===== src/rtl/wbt_pkg.sv =====
package wbt_pkg;

    // Bad-list entries are a fixed 32 bits wide; all-ones closes the list.
    localparam int          ENTRY_W  = 32;
    localparam logic [31:0] LIST_END = 32'hFFFF_FFFF;

    typedef enum logic [1:0] {
        TRK_UNINIT = 2'd0,
        TRK_LIST   = 2'd1,
        TRK_READY  = 2'd2,
        TRK_FAULT  = 2'd3
    } trk_state_e;

    typedef enum logic [1:0] {
        ENT_MARK  = 2'd0,
        ENT_END   = 2'd1,
        ENT_RANGE = 2'd2
    } entry_kind_e;

    typedef struct packed {
        logic ack;
        logic ok;
    } qry_rsp_t;

    function automatic entry_kind_e classify_entry(input logic [ENTRY_W-1:0] e,
                                                   input int unsigned nblk);
        if (e == LIST_END)
            return ENT_END;
        else if (e >= nblk)
            return ENT_RANGE;
        else
            return ENT_MARK;
    endfunction

endpackage


===== src/rtl/wbt_cell.sv =====
module wbt_cell #(
    parameter int CNT_W = 8
) (
    input  logic             clk,
    input  logic             rst,
    input  logic             load_all,
    input  logic [CNT_W-1:0] load_val,
    input  logic             mark_bad,
    input  logic             wear_dec,
    output logic             ok_o
);
    localparam logic [CNT_W-1:0] UNLIM = '1;

    logic [CNT_W-1:0] cnt;
    logic             bad;
    logic             can_dec;

    assign can_dec = wear_dec && (cnt != '0) && (cnt != UNLIM);

    always_ff @(posedge clk) begin
        if (rst) begin
            cnt <= '0;
            bad <= 1'b0;
        end else if (load_all) begin
            cnt <= load_val;
            bad <= 1'b0;
        end else begin
            if (mark_bad)
                bad <= 1'b1;
            if (can_dec)
                cnt <= cnt - 1'b1;
        end
    end

    assign ok_o = !bad && (cnt != '0);

    p_zero_holds_r7: assert property (@(posedge clk) disable iff (rst)
        (cnt == '0 && !load_all) |=> (cnt == '0));

    p_unlim_holds_r3: assert property (@(posedge clk) disable iff (rst)
        (cnt == UNLIM && !load_all) |=> (cnt == UNLIM));

    p_bad_sticky_r4: assert property (@(posedge clk) disable iff (rst)
        (bad && !load_all) |=> bad);

    p_one_step_r2: assert property (@(posedge clk) disable iff (rst)
        (wear_dec && cnt != '0 && cnt != UNLIM && !load_all)
            |=> (cnt == $past(cnt) - 1'b1));

endmodule


===== src/rtl/wbt_loader.sv =====
module wbt_loader
    import wbt_pkg::*;
#(
    parameter int NUM_BLOCKS = 12,
    parameter int CNT_W      = 8
) (
    input  logic                  clk,
    input  logic                  rst,
    input  logic                  cfg_start,
    input  logic [CNT_W-1:0]      cfg_endurance,
    input  logic                  bbl_valid,
    input  logic [ENTRY_W-1:0]    bbl_entry,
    output trk_state_e            state_o,
    output logic                  load_all_o,
    output logic [CNT_W-1:0]      load_val_o,
    output logic [NUM_BLOCKS-1:0] mark_o
);
    trk_state_e  state;
    entry_kind_e kind;
    logic        list_take;

    assign kind      = classify_entry(bbl_entry, NUM_BLOCKS);
    assign list_take = (state == TRK_LIST) && bbl_valid && !cfg_start;

    // Zero endurance selects the unlimited all-ones value.
    assign load_all_o = cfg_start;
    assign load_val_o = (cfg_endurance == '0) ? '1 : cfg_endurance;

    always_ff @(posedge clk) begin
        if (rst) begin
            state <= TRK_UNINIT;
        end else if (cfg_start) begin
            state <= TRK_LIST;
        end else if (list_take) begin
            case (kind)
                ENT_END:   state <= TRK_READY;
                ENT_RANGE: state <= TRK_FAULT;
                default:   state <= TRK_LIST;
            endcase
        end
    end

    for (genvar i = 0; i < NUM_BLOCKS; i++) begin : g_mark
        assign mark_o[i] = list_take && (kind == ENT_MARK)
                           && (bbl_entry == ENTRY_W'(i));
    end

    assign state_o = state;

    p_fault_holds_r6: assert property (@(posedge clk) disable iff (rst)
        (state == TRK_FAULT && !cfg_start) |=> (state == TRK_FAULT));

    p_ready_holds_r5: assert property (@(posedge clk) disable iff (rst)
        (state == TRK_READY && !cfg_start) |=> (state == TRK_READY));

    p_start_enters_list_r10: assert property (@(posedge clk) disable iff (rst)
        cfg_start |=> (state == TRK_LIST));

endmodule


===== src/rtl/wbt_query.sv =====
module wbt_query
    import wbt_pkg::*;
#(
    parameter int NUM_BLOCKS = 12,
    parameter int IDX_W      = 4
) (
    input  logic                  clk,
    input  logic                  rst,
    input  logic                  ready,
    input  logic [NUM_BLOCKS-1:0] ok_vec,
    input  logic                  q_req,
    input  logic [IDX_W-1:0]      q_idx,
    output logic                  q_ack,
    output logic                  q_ok
);
    localparam int PAD_N = 1 << IDX_W;

    logic [PAD_N-1:0] ok_pad;
    logic             in_range;
    qry_rsp_t         rsp;

    assign ok_pad   = PAD_N'(ok_vec);
    assign in_range = (32'(q_idx) < NUM_BLOCKS);

    always_ff @(posedge clk) begin
        if (rst) begin
            rsp <= '0;
        end else begin
            rsp.ack <= q_req;
            rsp.ok  <= q_req && ready && in_range && ok_pad[q_idx];
        end
    end

    assign q_ack = rsp.ack;
    assign q_ok  = rsp.ok;

    p_ack_next_r8: assert property (@(posedge clk) disable iff (rst)
        q_req |=> q_ack);

    p_no_spurious_ack_r8: assert property (@(posedge clk) disable iff (rst)
        !q_req |=> !q_ack);

    p_oor_invalid_r8: assert property (@(posedge clk) disable iff (rst)
        (q_req && !in_range) |=> !q_ok);

    p_not_ready_invalid_r6: assert property (@(posedge clk) disable iff (rst)
        (q_req && !ready) |=> !q_ok);

endmodule


===== src/rtl/wear_tracker.sv =====
module wear_tracker
    import wbt_pkg::*;
#(
    parameter int NUM_BLOCKS = 12,
    parameter int CNT_W      = 8,
    parameter int IDX_W      = $clog2(NUM_BLOCKS)
) (
    input  logic               clk,
    input  logic               rst,
    input  logic               cfg_start,
    input  logic [CNT_W-1:0]   cfg_endurance,
    input  logic               bbl_valid,
    input  logic [31:0]        bbl_entry,
    output logic               init_busy,
    output logic               init_err,
    input  logic               erase_stb,
    input  logic [IDX_W-1:0]   erase_idx,
    input  logic               q_req,
    input  logic [IDX_W-1:0]   q_idx,
    output logic               q_ack,
    output logic               q_ok
);
    trk_state_e            state;
    logic                  load_all;
    logic [CNT_W-1:0]      load_val;
    logic [NUM_BLOCKS-1:0] mark_vec;
    logic [NUM_BLOCKS-1:0] wear_dec;
    logic [NUM_BLOCKS-1:0] ok_vec;
    logic                  ready;

    assign ready = (state == TRK_READY);

    wbt_loader #(
        .NUM_BLOCKS (NUM_BLOCKS),
        .CNT_W      (CNT_W)
    ) u_loader (
        .clk           (clk),
        .rst           (rst),
        .cfg_start     (cfg_start),
        .cfg_endurance (cfg_endurance),
        .bbl_valid     (bbl_valid),
        .bbl_entry     (bbl_entry),
        .state_o       (state),
        .load_all_o    (load_all),
        .load_val_o    (load_val),
        .mark_o        (mark_vec)
    );

    for (genvar i = 0; i < NUM_BLOCKS; i++) begin : g_blk
        assign wear_dec[i] = erase_stb && ready && (erase_idx == IDX_W'(i));

        wbt_cell #(
            .CNT_W (CNT_W)
        ) u_cell (
            .clk      (clk),
            .rst      (rst),
            .load_all (load_all),
            .load_val (load_val),
            .mark_bad (mark_vec[i]),
            .wear_dec (wear_dec[i]),
            .ok_o     (ok_vec[i])
        );
    end

    wbt_query #(
        .NUM_BLOCKS (NUM_BLOCKS),
        .IDX_W      (IDX_W)
    ) u_query (
        .clk    (clk),
        .rst    (rst),
        .ready  (ready),
        .ok_vec (ok_vec),
        .q_req  (q_req),
        .q_idx  (q_idx),
        .q_ack  (q_ack),
        .q_ok   (q_ok)
    );

    assign init_busy = (state == TRK_LIST);
    assign init_err  = (state == TRK_FAULT);

    p_mark_onehot_r4: assert property (@(posedge clk) disable iff (rst)
        $onehot0(mark_vec));

    p_ok_needs_ack_r8: assert property (@(posedge clk) disable iff (rst)
        q_ok |-> q_ack);

    p_busy_err_excl_r5: assert property (@(posedge clk) disable iff (rst)
        !(init_busy && init_err));

endmodule


===== config.mk =====
export PLATFORM = sky130hd
export DESIGN_NAME = wear_tracker
export DESIGN_NICKNAME = d
export VERILOG_FILES = /design/src/rtl/wbt_pkg.sv /design/src/rtl/wbt_cell.sv /design/src/rtl/wbt_loader.sv /design/src/rtl/wbt_query.sv /design/src/rtl/wear_tracker.sv
export SDC_FILE = /design/constraint.sdc
export NUM_CORES = 1
export LEC_CHECK = 0
export ABC_CLOCK_PERIOD_IN_PS = 5650
export BUFFER_PORTS_ARGS = -buffer_cell sky130_fd_sc_hd__buf_4
export CELL_PAD_IN_SITES_DETAIL_PLACEMENT = 2
export CELL_PAD_IN_SITES_GLOBAL_PLACEMENT = 2
export CORE_MARGIN = 2
export CORE_UTILIZATION = 40
export CTS_CLUSTER_SIZE = 28
export DETAILED_ROUTE_END_ITERATION = 12
export PLACE_DENSITY_LB_ADDON = 0.1
export SYNTH_ARGS = -nofsm -noshare
export SYNTH_HDL_FRONTEND = slang
export SYNTH_SLANG_ARGS = --single-unit

===== constraint.sdc =====
create_clock -name clk -period 5.65 [get_ports clk]
set_clock_uncertainty 0.05 [all_clocks]
set_input_delay 0.8475 -clock clk [delete_from_list [all_inputs] [get_ports clk]]
set_output_delay 0.8475 -clock clk [all_outputs]
set_load 0.03 [all_outputs]

==> key figures <==
Global route
  – Largest net degree at the start of global routing: 67
  – First-pass GRT wire length: 44,300 µm
  – Vias in the first global route: 7,701
  – Total GRT Usage: 30.79%
  – Antenna violations before repair: 0
  – Total grt overflow: 0

Placement
  – Placed Cells: 1,081
  – Post-DP HPWL: 19,650 µm
  – Routability congestion estimate: 0.8177
  – # port buffers: 57

Logic synthesis
  – Cells after synthesis: 830
  – Cells taking the most area after synthesis: dfxtp_1 (32%), ha_1 (6.4%), o221a_2 (3.0%)
  – Distinct cell type count after synthesis: 83
  – Top-area cell type share of the netlist area: 31.63%
  – Post-synth EDFFs: 0
  – Net Count, Synth: 920
  – Yosys top cell by area: dfxtp_1
  – Post-synth ARST share: 0%
  – Mean Syn Cell Area: 8.541 µm²
  – Mapped cell area: 7089 µm²
  – Yosys warnings: 0
  – Yosys reg bits: 112
  – Register area share after synthesis: 31.63%
  – Main synth FF type: dfxtp_1

Timing
  – Max Freq: 0.3144 GHz
  – Final Max Tran Viols: 0
  – Final worst-path cycle share: 56.30%
  – Setup violations, final: 0
  – Fin Setup TNS: 0 ps
  – Minimum clock period: 3181 ps
  – Unrepaired setup endpoints after global routing: false
  – Worst-Margin Slew: 1363 ps
  – Relative slew margins: 8.142%
  – Final Hold Vio Count: 0

Layout
  – Net total in the final layout: 957
  – Area grow syn2layout: 13.10%
  – Final core occ: 46.35%
  – ANT cells: 0
  – Layout cell share with drive strength beyond 1: 17.66%
  – Final non-filler cell total: 1,097

Outcome
  – Status: finished clean

Power
  – Static leakage: 3.098 nW
  – P per Cell Area: 259.9 nW/µm²
  – Pwr Total: 0.002084 W
  – Worst IR Drop VDD: 0.0001651 V

Clock network
  – Clock Pin Slew Worst Setup and Hold Paths: 80 ps
  – Clock sink count: 112
  – Hold buffers post-CTS: 0
  – CTS H-tree lvls: 3
  – Post-CTS setup buffer count: 0
  – Post-cts resize count: 0
  – CTS root buf: clkbuf_16
  – Clock buffer count from CTS: 9
  – TritonCTS clock tree: done
  – Clk_lat worst skew: 360 ps
  – Bufs on Longest Clock Path: 2

Floorplanning
  – Initial Util: 40.99%
  – Die Y: 137.1 µm
  – DIE WIDTH: 137.1 µm
  – Die Area: 18,800 µm²
  – Ports: 58
  – Row cnt: 48
  – Core area: 17,300 µm²

Routing
  – Final WL: 28,130 µm
  – Vias per std cell: 6.548
  – DRC violations left: 0
  – Avg WL per Cell: 25.64 µm
  – Drt initial violations: 427
  – Via Count: 7,183
  – DR pass1 iterations: 5
  – Antenna-violating nets left: 0

Setup path
  – R2R Setup Slk: 2660 ps
  – Slowest-stage cell, CP: nor4b_2
  – Kind of critical path: input port to register
  – Worst Setup Start Kind: input port
  – Crit-path cells: buf_4 -> and4bb_2 -> nand2_1 -> nor4b_2 -> a41oi_1 -> o221a_2
  – Crit end category: register
  – Crit path max fanout: 14
  – Arr. time, crit path: 3380 ps
  – Critical Path Max Stage Delay: 1200 ps
  – Critical Path RT: 5850 ps

Run
  – Max-Cap Viols: 0

Worst hold path
  – Min-delay worst type: register to register
==> Yosys cell counts, types with 4 or more instances <==
library cell  instances
o221a_2              19
nor4_1               29
a21oi_1              30
ha_1                 36
o211a_1               9
nor2b_1              10
and2_1                5
o21a_1                6
and3_1                7
nand2b_1              6
a221oi_1             13
xnor2_1              23
nand3_1              42
o21ai_1               5
a21o_1               10
a31oi_1              13
or2_2                 4
or4_4                 4
nor3b_1               4
inv_1                48
o22a_1               10
nor4b_1               4
nor2_1               54
dfxtp_1             112
a32o_1                4
o22ai_1              13
nand4_1              34
buf_2                 5
nor3_1               41
a211oi_1              8
o31ai_1               4
a22o_1                4
o21ai_0              26
nand2_1              38
o311a_1               6
a41o_1                5
or3_1                12
nor3_2                5
clkbuf_1             30
a2bb2oi_1             8
a31o_2               15
==> routing by layer <==
metal  wire length [µm]  vias up  GRT usage, %
met2              13930      159         52.96
met5                  0        -             0
met4                914        0         11.63
met1              12190     3676         39.36
li1                   -     3292             -
met3               1099       56         3.593
==> power by group <==
group	switching, W	total, W	leakage [nW]	internal, W
logic	0.000256	0.000426	2.02	0.000169
registers	0.0000699	0.000905	0.921	0.000836
clock network	0.000317	0.000753	0.158	0.000436
==> layout by cell type, fill, tap and decap left out, types with 5 or more instances in the layout <==
cell type / count
o22ai_1: 13
a21o_1: 10
nand2_1: 38
a21oi_1: 30
nand4_1: 34
nor3_1: 41
a41o_1: 5
a211oi_1: 8
clkbuf_16: 9
a2bb2oi_1: 8
dfxtp_1: 112
a31o_2: 15
nand3_1: 42
a221oi_1: 13
o21a_1: 6
nor3_2: 5
inv_1: 48
o21ai_0: 25
ha_1: 36
o221a_2: 19
buf_4: 67
and3_1: 7
nor2_1: 53
nand2b_1: 6
a31oi_1: 13
o21ai_1: 6
nor2b_1: 10
nor4_1: 29
o22a_1: 10
o211a_1: 9
xnor2_1: 23
or3_1: 12
and2_1: 5
o311a_1: 6
==> worst paths after layout <==
check | start | to | cells past startpoint
hold / removal | g_blk[6].u_cell.bad | g_blk[6].u_cell.bad | 1
hold reg to reg | g_blk[6].u_cell.bad | g_blk[6].u_cell.bad | 1
setup / recovery | erase_idx[3] | g_blk[4].u_cell.cnt[7] | 6
setup reg to reg | u_loader.state_o[0] | g_blk[4].u_cell.cnt[7] | 5
==> sequential cells by signal, summed over array words and instances, names as in the netlist <==
signal and count:
g_blk.u_cell.cnt 96, u_query.q_ack 1, g_blk.u_cell.bad 12, u_query.q_ok 1
u_loader.state_o 2
==> final cells by class <==
| type | instances | area (µm²) |
|---|---|---|
| sequential | 112 | 2242 |
| clock inverter | 3 | 90.09 |
| multi-input combinational | 627 | 4473 |
| timing repair buffer | 67 | 503.0 |
| fill | 1953 | 9279 |
| tap | 225 | 281.5 |
| clock buffer | 13 | 240.2 |
| inverter | 50 | 187.7 |
==> metrics by stage <==
step           worst slack, ps  instance area (µm²)  hold WS [ps]
6_report                  2469                 8018         431.7
5_1_grt                   2361                 8018         464.2
4_1_cts                   2503                 8018         434.7
3_5_place_dp              2167                 7687         416.7
3_3_place_gp              2265                 7687         391.6
2_1_floorplan             3145                 7089         378.0
==> cells by family (layout without fill, tap and decap cells) <==
logic type | Yosys count | in the layout | share of synthesized area (%)
fa+ha+maj | 36 | 36 | 6.354
mux | 4 | 4 | 0.5824
xor+xnor | 23 | 23 | 2.841
flops | 112 | 112 | 31.63
simple gates | 322 | 322 | 26.14
buf+inv | 91 | 133 | 5.383
compound gates | 242 | 242 | 27.07
==> critical path: cells and delay by family <==
family	cells	cell delay, ps
compound gates	2	570
simple gates	3	1830
buf+inv	1	130
Note: power is estimated with default switching activity, not from simulation.
